$ cat src/rtl/vpic_pkg.sv
package vpic_pkg;
    typedef enum logic [1:0] {
        ST_QUIET  = 2'd0,
        ST_RAISED = 2'd1,
        ST_HOLD   = 2'd2
    } seq_state_t;

    localparam logic [1:0] ADDR_CFG  = 2'd0;
    localparam logic [1:0] ADDR_MASK = 2'd1;
    localparam logic [1:0] ADDR_ISR  = 2'd2;
    localparam logic [1:0] ADDR_VEC  = 2'd3;

    localparam int CFG_GIE_BIT   = 0;
    localparam int CFG_OVR_BIT   = 7;
    localparam int CFG_OSRC_LSB  = 8;
    localparam int CFG_LVL_LSB   = 13;
    localparam int LVL_W         = 3;
    localparam int VEC_LSB       = 11;
    localparam int ACK_BIT       = 0;
endpackage

$ cat src/rtl/vpic_arbiter.sv
module vpic_arbiter
    import vpic_pkg::*;
#(
    parameter int NSRC = 32,
    parameter int VW   = $clog2(NSRC),
    parameter int RW   = $clog2(NSRC + 2)
) (
    input  logic            clk,
    input  logic            rst_n,
    input  logic [NSRC-1:0] req,
    input  logic [NSRC-1:0] mask,
    input  logic [NSRC-1:0] isr,
    input  logic            gie,
    input  logic            ovr_en,
    input  logic [VW-1:0]   ovr_src,
    output logic            deliver,
    output logic [VW-1:0]   win_idx
);
    localparam logic [RW-1:0] PROMO_RANK = RW'(NSRC + 1);

    logic [NSRC-1:0] pend;
    logic [RW-1:0]   rank [NSRC];
    logic [RW-1:0]   best_pend;
    logic [RW-1:0]   best_isr;

    // bit 0 is the error vector slot and never pends
    assign pend = req & mask & ~NSRC'(1);

    genvar g;
    generate
        for (g = 0; g < NSRC; g++) begin : g_rank
            assign rank[g] = (ovr_en && (ovr_src == VW'(g))) ? PROMO_RANK : RW'(g + 1);
        end
    endgenerate

    always_comb begin
        best_pend = '0;
        best_isr  = '0;
        win_idx   = '0;
        for (int i = 0; i < NSRC; i++) begin
            if (pend[i] && (rank[i] > best_pend)) begin
                best_pend = rank[i];
                win_idx   = VW'(i);
            end
            if (isr[i] && (rank[i] > best_isr)) begin
                best_isr = rank[i];
            end
        end
    end

    assign deliver = gie && (best_pend > best_isr);

    assert_win_pending_R2: assert property (@(posedge clk) disable iff (!rst_n)
        deliver |-> (req[win_idx] && mask[win_idx]));

    assert_win_not_serviced_R7: assert property (@(posedge clk) disable iff (!rst_n)
        deliver |-> !isr[win_idx]);
endmodule

$ cat src/rtl/vpic_regs.sv
module vpic_regs
    import vpic_pkg::*;
#(
    parameter int NSRC = 32,
    parameter int VW   = $clog2(NSRC),
    parameter int DW   = 32
) (
    input  logic            clk,
    input  logic            rst_n,
    input  logic            wr_en,
    input  logic [1:0]      addr,
    input  logic [DW-1:0]   wdata,
    input  logic            win_ok,
    input  logic [VW-1:0]   win_idx,
    output logic            ack_fire,
    output logic            gie,
    output logic            ovr_en,
    output logic [VW-1:0]   ovr_src,
    output logic [LVL_W-1:0] level,
    output logic [NSRC-1:0] mask,
    output logic [NSRC-1:0] isr,
    output logic [DW-1:0]   rdata
);
    logic            gie_q, ovr_q;
    logic [VW-1:0]   osrc_q;
    logic [LVL_W-1:0] lvl_q;
    logic [NSRC-1:0] mask_q, isr_q, isr_set, isr_clr;
    logic [VW-1:0]   vec_q;
    logic            wr_cfg, wr_mask, wr_isr;

    assign wr_cfg   = wr_en && (addr == ADDR_CFG);
    assign wr_mask  = wr_en && (addr == ADDR_MASK);
    assign wr_isr   = wr_en && (addr == ADDR_ISR);
    assign ack_fire = wr_en && (addr == ADDR_VEC) && wdata[ACK_BIT];

    assign isr_set = (ack_fire && win_ok) ? (NSRC'(1) << win_idx) : '0;
    assign isr_clr = wr_isr ? wdata[NSRC-1:0] : '0;

    always_ff @(posedge clk) begin
        if (!rst_n) begin
            gie_q  <= 1'b0;
            ovr_q  <= 1'b0;
            osrc_q <= '0;
            lvl_q  <= '0;
            mask_q <= '0;
            isr_q  <= '0;
            vec_q  <= '0;
        end else begin
            if (wr_cfg) begin
                gie_q  <= wdata[CFG_GIE_BIT];
                ovr_q  <= wdata[CFG_OVR_BIT];
                osrc_q <= wdata[CFG_OSRC_LSB +: VW];
                lvl_q  <= wdata[CFG_LVL_LSB +: LVL_W];
            end
            if (wr_mask) begin
                mask_q <= wdata[NSRC-1:0];
            end
            isr_q <= (isr_q & ~isr_clr) | isr_set;
            if (ack_fire) begin
                vec_q <= win_ok ? win_idx : '0;
            end
        end
    end

    always_comb begin
        rdata = '0;
        unique case (addr)
            ADDR_CFG: begin
                rdata[CFG_GIE_BIT]              = gie_q;
                rdata[CFG_OVR_BIT]              = ovr_q;
                rdata[CFG_OSRC_LSB +: VW]       = osrc_q;
                rdata[CFG_LVL_LSB +: LVL_W]     = lvl_q;
            end
            ADDR_MASK: rdata[NSRC-1:0] = mask_q;
            ADDR_ISR:  rdata[NSRC-1:0] = isr_q;
            ADDR_VEC:  rdata[VEC_LSB +: VW] = vec_q;
            default:   rdata = '0;
        endcase
    end

    assign gie     = gie_q;
    assign ovr_en  = ovr_q;
    assign ovr_src = osrc_q;
    assign level   = lvl_q;
    assign mask    = mask_q;
    assign isr     = isr_q;

    assert_ack_sets_isr_R6: assert property (@(posedge clk) disable iff (!rst_n)
        (ack_fire && win_ok) |=> (isr_q[$past(win_idx)] && (vec_q == $past(win_idx))));

    assert_error_vector_R10: assert property (@(posedge clk) disable iff (!rst_n)
        (ack_fire && !win_ok) |=> ((vec_q == '0) && (isr_q == $past(isr_q))));

    assert_eoi_clears_R8: assert property (@(posedge clk) disable iff (!rst_n)
        wr_isr |=> ((isr_q & $past(wdata[NSRC-1:0])) == '0));

    assert_eoi_keeps_R8: assert property (@(posedge clk) disable iff (!rst_n)
        wr_isr |=> ((isr_q & ~$past(wdata[NSRC-1:0])) == ($past(isr_q) & ~$past(wdata[NSRC-1:0]))));
endmodule

$ cat src/rtl/vpic_seq.sv
module vpic_seq
    import vpic_pkg::*;
(
    input  logic clk,
    input  logic rst_n,
    input  logic deliver,
    input  logic ack_fire,
    input  logic gie,
    output logic irq_out
);
    seq_state_t state_q, state_d;

    always_ff @(posedge clk) begin
        if (!rst_n) begin
            state_q <= ST_QUIET;
        end else begin
            state_q <= state_d;
        end
    end

    always_comb begin
        state_d = state_q;
        unique case (state_q)
            ST_QUIET: begin
                if (ack_fire)     state_d = ST_HOLD;
                else if (deliver) state_d = ST_RAISED;
            end
            ST_RAISED: begin
                if (ack_fire)      state_d = ST_HOLD;
                else if (!deliver) state_d = ST_QUIET;
            end
            ST_HOLD: begin
                if (ack_fire)     state_d = ST_HOLD;
                else if (deliver) state_d = ST_RAISED;
                else              state_d = ST_QUIET;
            end
            default: state_d = ST_QUIET;
        endcase
    end

    always_comb begin
        irq_out = (state_q == ST_RAISED);
    end

    assert_gie_gate_R3: assert property (@(posedge clk) disable iff (!rst_n)
        irq_out |-> $past(gie));

    assert_ack_drops_R6: assert property (@(posedge clk) disable iff (!rst_n)
        ack_fire |=> !irq_out);

    assert_latency_R11: assert property (@(posedge clk) disable iff (!rst_n)
        (!ack_fire && deliver) |=> irq_out);
endmodule

$ cat src/rtl/vpic_ctrl.sv
module vpic_ctrl
    import vpic_pkg::*;
#(
    parameter int NSRC = 32,
    parameter int DW   = 32
) (
    input  logic             clk,
    input  logic             rst_n,
    input  logic [NSRC-1:0]  src_req,
    input  logic             wr_en,
    input  logic [1:0]       addr,
    input  logic [DW-1:0]    wdata,
    output logic [DW-1:0]    rdata,
    output logic             irq_out,
    output logic [LVL_W-1:0] cpu_level
);
    localparam int VW = $clog2(NSRC);
    localparam int RW = $clog2(NSRC + 2);

    logic            ack_fire, gie, ovr_en, deliver;
    logic [VW-1:0]   ovr_src, win_idx;
    logic [NSRC-1:0] mask, isr;

    vpic_regs #(.NSRC(NSRC), .VW(VW), .DW(DW)) u_regs (
        .clk      (clk),
        .rst_n    (rst_n),
        .wr_en    (wr_en),
        .addr     (addr),
        .wdata    (wdata),
        .win_ok   (deliver),
        .win_idx  (win_idx),
        .ack_fire (ack_fire),
        .gie      (gie),
        .ovr_en   (ovr_en),
        .ovr_src  (ovr_src),
        .level    (cpu_level),
        .mask     (mask),
        .isr      (isr),
        .rdata    (rdata)
    );

    vpic_arbiter #(.NSRC(NSRC), .VW(VW), .RW(RW)) u_arb (
        .clk     (clk),
        .rst_n   (rst_n),
        .req     (src_req),
        .mask    (mask),
        .isr     (isr),
        .gie     (gie),
        .ovr_en  (ovr_en),
        .ovr_src (ovr_src),
        .deliver (deliver),
        .win_idx (win_idx)
    );

    vpic_seq u_seq (
        .clk      (clk),
        .rst_n    (rst_n),
        .deliver  (deliver),
        .ack_fire (ack_fire),
        .gie      (gie),
        .irq_out  (irq_out)
    );

    assert_src0_silent_R13: assert property (@(posedge clk) disable iff (!rst_n)
        (src_req == NSRC'(1)) |=> !deliver || (src_req != NSRC'(1)));
endmodule

$ cat config.mk
export PLATFORM = sky130hd
export DESIGN_NAME = vpic_ctrl
export DESIGN_NICKNAME = d
export VERILOG_FILES = /design/src/rtl/vpic_pkg.sv /design/src/rtl/vpic_arbiter.sv /design/src/rtl/vpic_regs.sv /design/src/rtl/vpic_seq.sv /design/src/rtl/vpic_ctrl.sv
export SDC_FILE = /design/constraint.sdc
export NUM_CORES = 1
export LEC_CHECK = 0
export ABC_AREA = 1
export BUFFER_PORTS_ARGS = -buffer_cell sky130_fd_sc_hd__buf_2
export CAP_MARGIN = 20
export CORE_ASPECT_RATIO = 0.5
export CORE_MARGIN = 2
export CORE_UTILIZATION = 45
export DETAILED_ROUTE_END_ITERATION = 8
export PLACE_DENSITY = 0.74
export SLEW_MARGIN = 40
export SYNTH_ARGS = -nofsm -noshare
export SYNTH_HDL_FRONTEND = slang
export SYNTH_SLANG_ARGS = --single-unit
$ cat constraint.sdc
create_clock -name clk -period 68.8 [get_ports clk]
set_input_delay 6.88 -clock clk [delete_from_list [all_inputs] [get_ports clk]]
set_output_delay 6.88 -clock clk [all_outputs]
set_load 0.05 [all_outputs]
==> out/metrics.cfg <==
[synthesis]
synth_cell_types=73
yosysWarnings=0
synth_top_area_frac=0.1642
syn_nets=2409
syn_area_um2=13410
syn_avg_cell_area_um2=6.199
synthTopCellsByArea=ha_1, nand2_1, dfxtp_1
ys_seq_area_frac=0.1209
ys_ff_latch=81
postSynthCellCount=2164
netlist.top_cell.by_area=ha_1

[placement]
io_buffer_count=103
hpwl_mm=32.41
globalplace.congestion=0.9305

[clocking]
cts.sinks=81
ctsHoldBuffers=0
clock_path_buffers=2
cts_buffers=9
cts_setup_buffers=0
cts_tree=done
post_cts_resized=0
cts.clk_slew.worst_paths_ns=0.07
cts_root_buf=clkbuf_16
h-tree-depth=3
clkLatencyLatePin_ns=0.35

[critical_path]
cp-end-kind=register
cp.required_ns=69.09
crit_fanout=16
cp_common_cell=inv_1
critPathSlowestCell=o311ai_0
worstPathArrival_ns=42.08
start_kind=input port
slowest_delay_ns=0.53
criticalPathCategory=input port to register

[floorplanning]
initial_core_util=0.4597
core_area_um2=29180
ioPinCount=105
row_count=44
dieArea_um2=31290
die_x_um=248.2
dieHeight_um=126.1

[global_route]
first_global_vias=12850
grt_max_degree=47
overflow=0
track_usage=0.2486
antenna_found_initial=1
grt_pass1_wl_mm=63.31

[layout]
register_area_um2=1622
fillers=3115
n_antenna_cell=0
multiInputGateArea_um2=10200
drive_gt1_frac=0.1915
finalNetCount=2487
syn_to_final_growth_pct=7.872
final_util=0.4959

[detailed_routing]
vias_per_cell=5.359
drt_wl_total_mm=38.86
drc=0
drt_iter0_drc=1123
via_count=14130
wl_per_cell_um=14.74
detail-route-antenna-nets=0
first_pass_iters=5

[sta]
setup_violations=0
finalCriticalPeriod_ns=41.79
rsz0062_at_grt=false
max_slew.worst_pin.slew_ns=0.8475
finalSetupTns_ns=0
slew_viol_final=0
min_period_over_period=0.6074
slew_headroom=0.4329
hold-worst-slack_ns=0.4746
hold_violations=0
skew_ns=0.009798
clock.fmax_ghz=0.02393

[power]
p_leak_nw=7.354
p_per_area_nw_per_um2=14.54
p_sw_uw=97.04
share_comb_of_total_power=0.543
clkPwrFrac=0.221
swShare=0.4611
power.internal_uw=113.4
vdd_drop_max_mv=0.01210
p_seq_frac=0.235

[job]
drv_cap=0

[min_path]
holdCritPathClass=register to register

[outcome]
outcome=completed

==> power by group through the flow <==
stage / combinational [mW] / clock, mW / sequential, mW
6_report: 0.114 / 0.0466 / 0.0495
5_1_grt: 0.130 / 0.0488 / 0.0497
4_1_cts: 0.114 / 0.0464 / 0.0494
3_5_place_dp: 0.113 / 0 / 0.0505
3_3_place_gp: 0.110 / 0 / 0.0505
2_1_floorplan: 0.0902 / 0 / 0.0504
==> metal layers <==
layer  GRT usage  vias to the layer above  part of all wire
li1            -                     7252                 -
met1      0.3438                     6422              0.46
met2      0.4023                      382              0.44
met3     0.02813                       74             0.060
met4     0.08088                        2             0.032
met5           0                        -           0.00033
==> placed cells by master (no fill, tap or decap), drive strengths merged, types with 2 or more instances in the layout <==
master and n:
a21oi 169, o21bai 12, nor2 192, ha 176
a21boi 6, a22o 2, o21ai 146, or2 5
nand3b 6, clkinvlp 3, nor3b 5, a31oi 7
and2 2, o211a 3, a21o 5, dfxtp 81
nand3 233, clkinv 7, nor4 2, nor3 6
o2111ai 2, o311ai 2, clkbuf 9, nand4 36
o211ai 8, a221oi 2, o31ai 4, buf 106
o21a 2, nand2 646, a32oi 2, and3 4
inv 349
==> registers in the layout, indices dropped and copies added, names as in the netlist <==
| signal | cells |
|---|---|
| u_seq.state_q | 2 |
| u_regs.mask | 32 |
| u_regs.ovr_src | 5 |
| u_regs.vec_q | 5 |
| u_regs.isr | 32 |
| u_regs.gie | 1 |
| u_regs.ovr_en | 1 |
| u_regs.level | 3 |
==> kinds of logic (layout without fill, tap and decap cells) <==
group	after synthesis	after routing	share of synthesized area
and+or+nand+nor	1139	1139	0.4300
AOI/OAI and AO/OA	376	376	0.1651
DFF	81	81	0.1209
buffers and inverters	392	474	0.1199
adders and majority gates	176	176	0.1642
==> area by class of cell <==
| type | count | area share |
|---|---|---|
| multi-input combinational | 1691 | 0.7047 |
| clock buffer | 9 | 0.01556 |
| clock inverter | 6 | 0.003026 |
| timing repair buffer | 106 | 0.03718 |
| tap | 391 | 0.03381 |
| inverter | 353 | 0.09364 |
| sequential | 81 | 0.1121 |
==> stage by stage <==
step	power [mW]	area, um2	std cells	setup WS (ns)
after floorplan	0.1405	13410	2164	32.18
after global placement	0.1602	14190	2622	27.84
after detailed placement	0.1636	14200	2622	27.03
after CTS	0.2096	14470	2637	27.28
after global routing	0.2284	14470	2637	23.60
final	0.2105	14470	2637	27.01
==> path summary, 6_finish.rpt <==
path	cells past startpoint	slack, ns	to	start
worst max-delay path	233	27.01	u_regs.isr[17]	src_req[1]
worst min-delay path	2	0.47	u_regs.mask[0]	u_regs.mask[0]
worst max register to register	233	32.95	u_regs.isr[17]	u_regs.ovr_src[0]
worst min register to register	2	0.47	u_regs.mask[0]	u_regs.mask[0]
==> Yosys cell counts (all sizes together) <==
cell type / count
a21o: 5
clkbuf: 25
o31ai: 4
clkinvlp: 2
nand4: 36
o211ai: 8
nor3: 6
o21bai: 12
a2111oi: 1
or2: 5
nand2: 646
ha: 176
nor3b: 5
o21a: 2
nor4: 2
a211oi: 1
a22o: 2
o221ai: 1
o21ai: 146
nor2: 192
nand3: 233
o2111ai: 2
nor4b: 1
a21oi: 169
a31oi: 7
inv: 347
o211a: 3
dlygate4sd3: 2
and2: 2
clkinv: 4
buf: 12
o31a: 1
a32oi: 2
a21boi: 6
or3b: 1
o311ai: 2
and3: 4
nand3b: 6
dfxtp: 81
a221oi: 2
==> worst max-delay path, delay by kind of cell <==
kind | cells | cell delay, ns
AO/OA/AOI/OAI | 48 | 9.65
buffers and inverters | 46 | 3.81
AND/OR/NAND/NOR | 112 | 13.53
adder cells (fa/ha/maj) | 27 | 8.15
(Power assumes the default switching activity.)
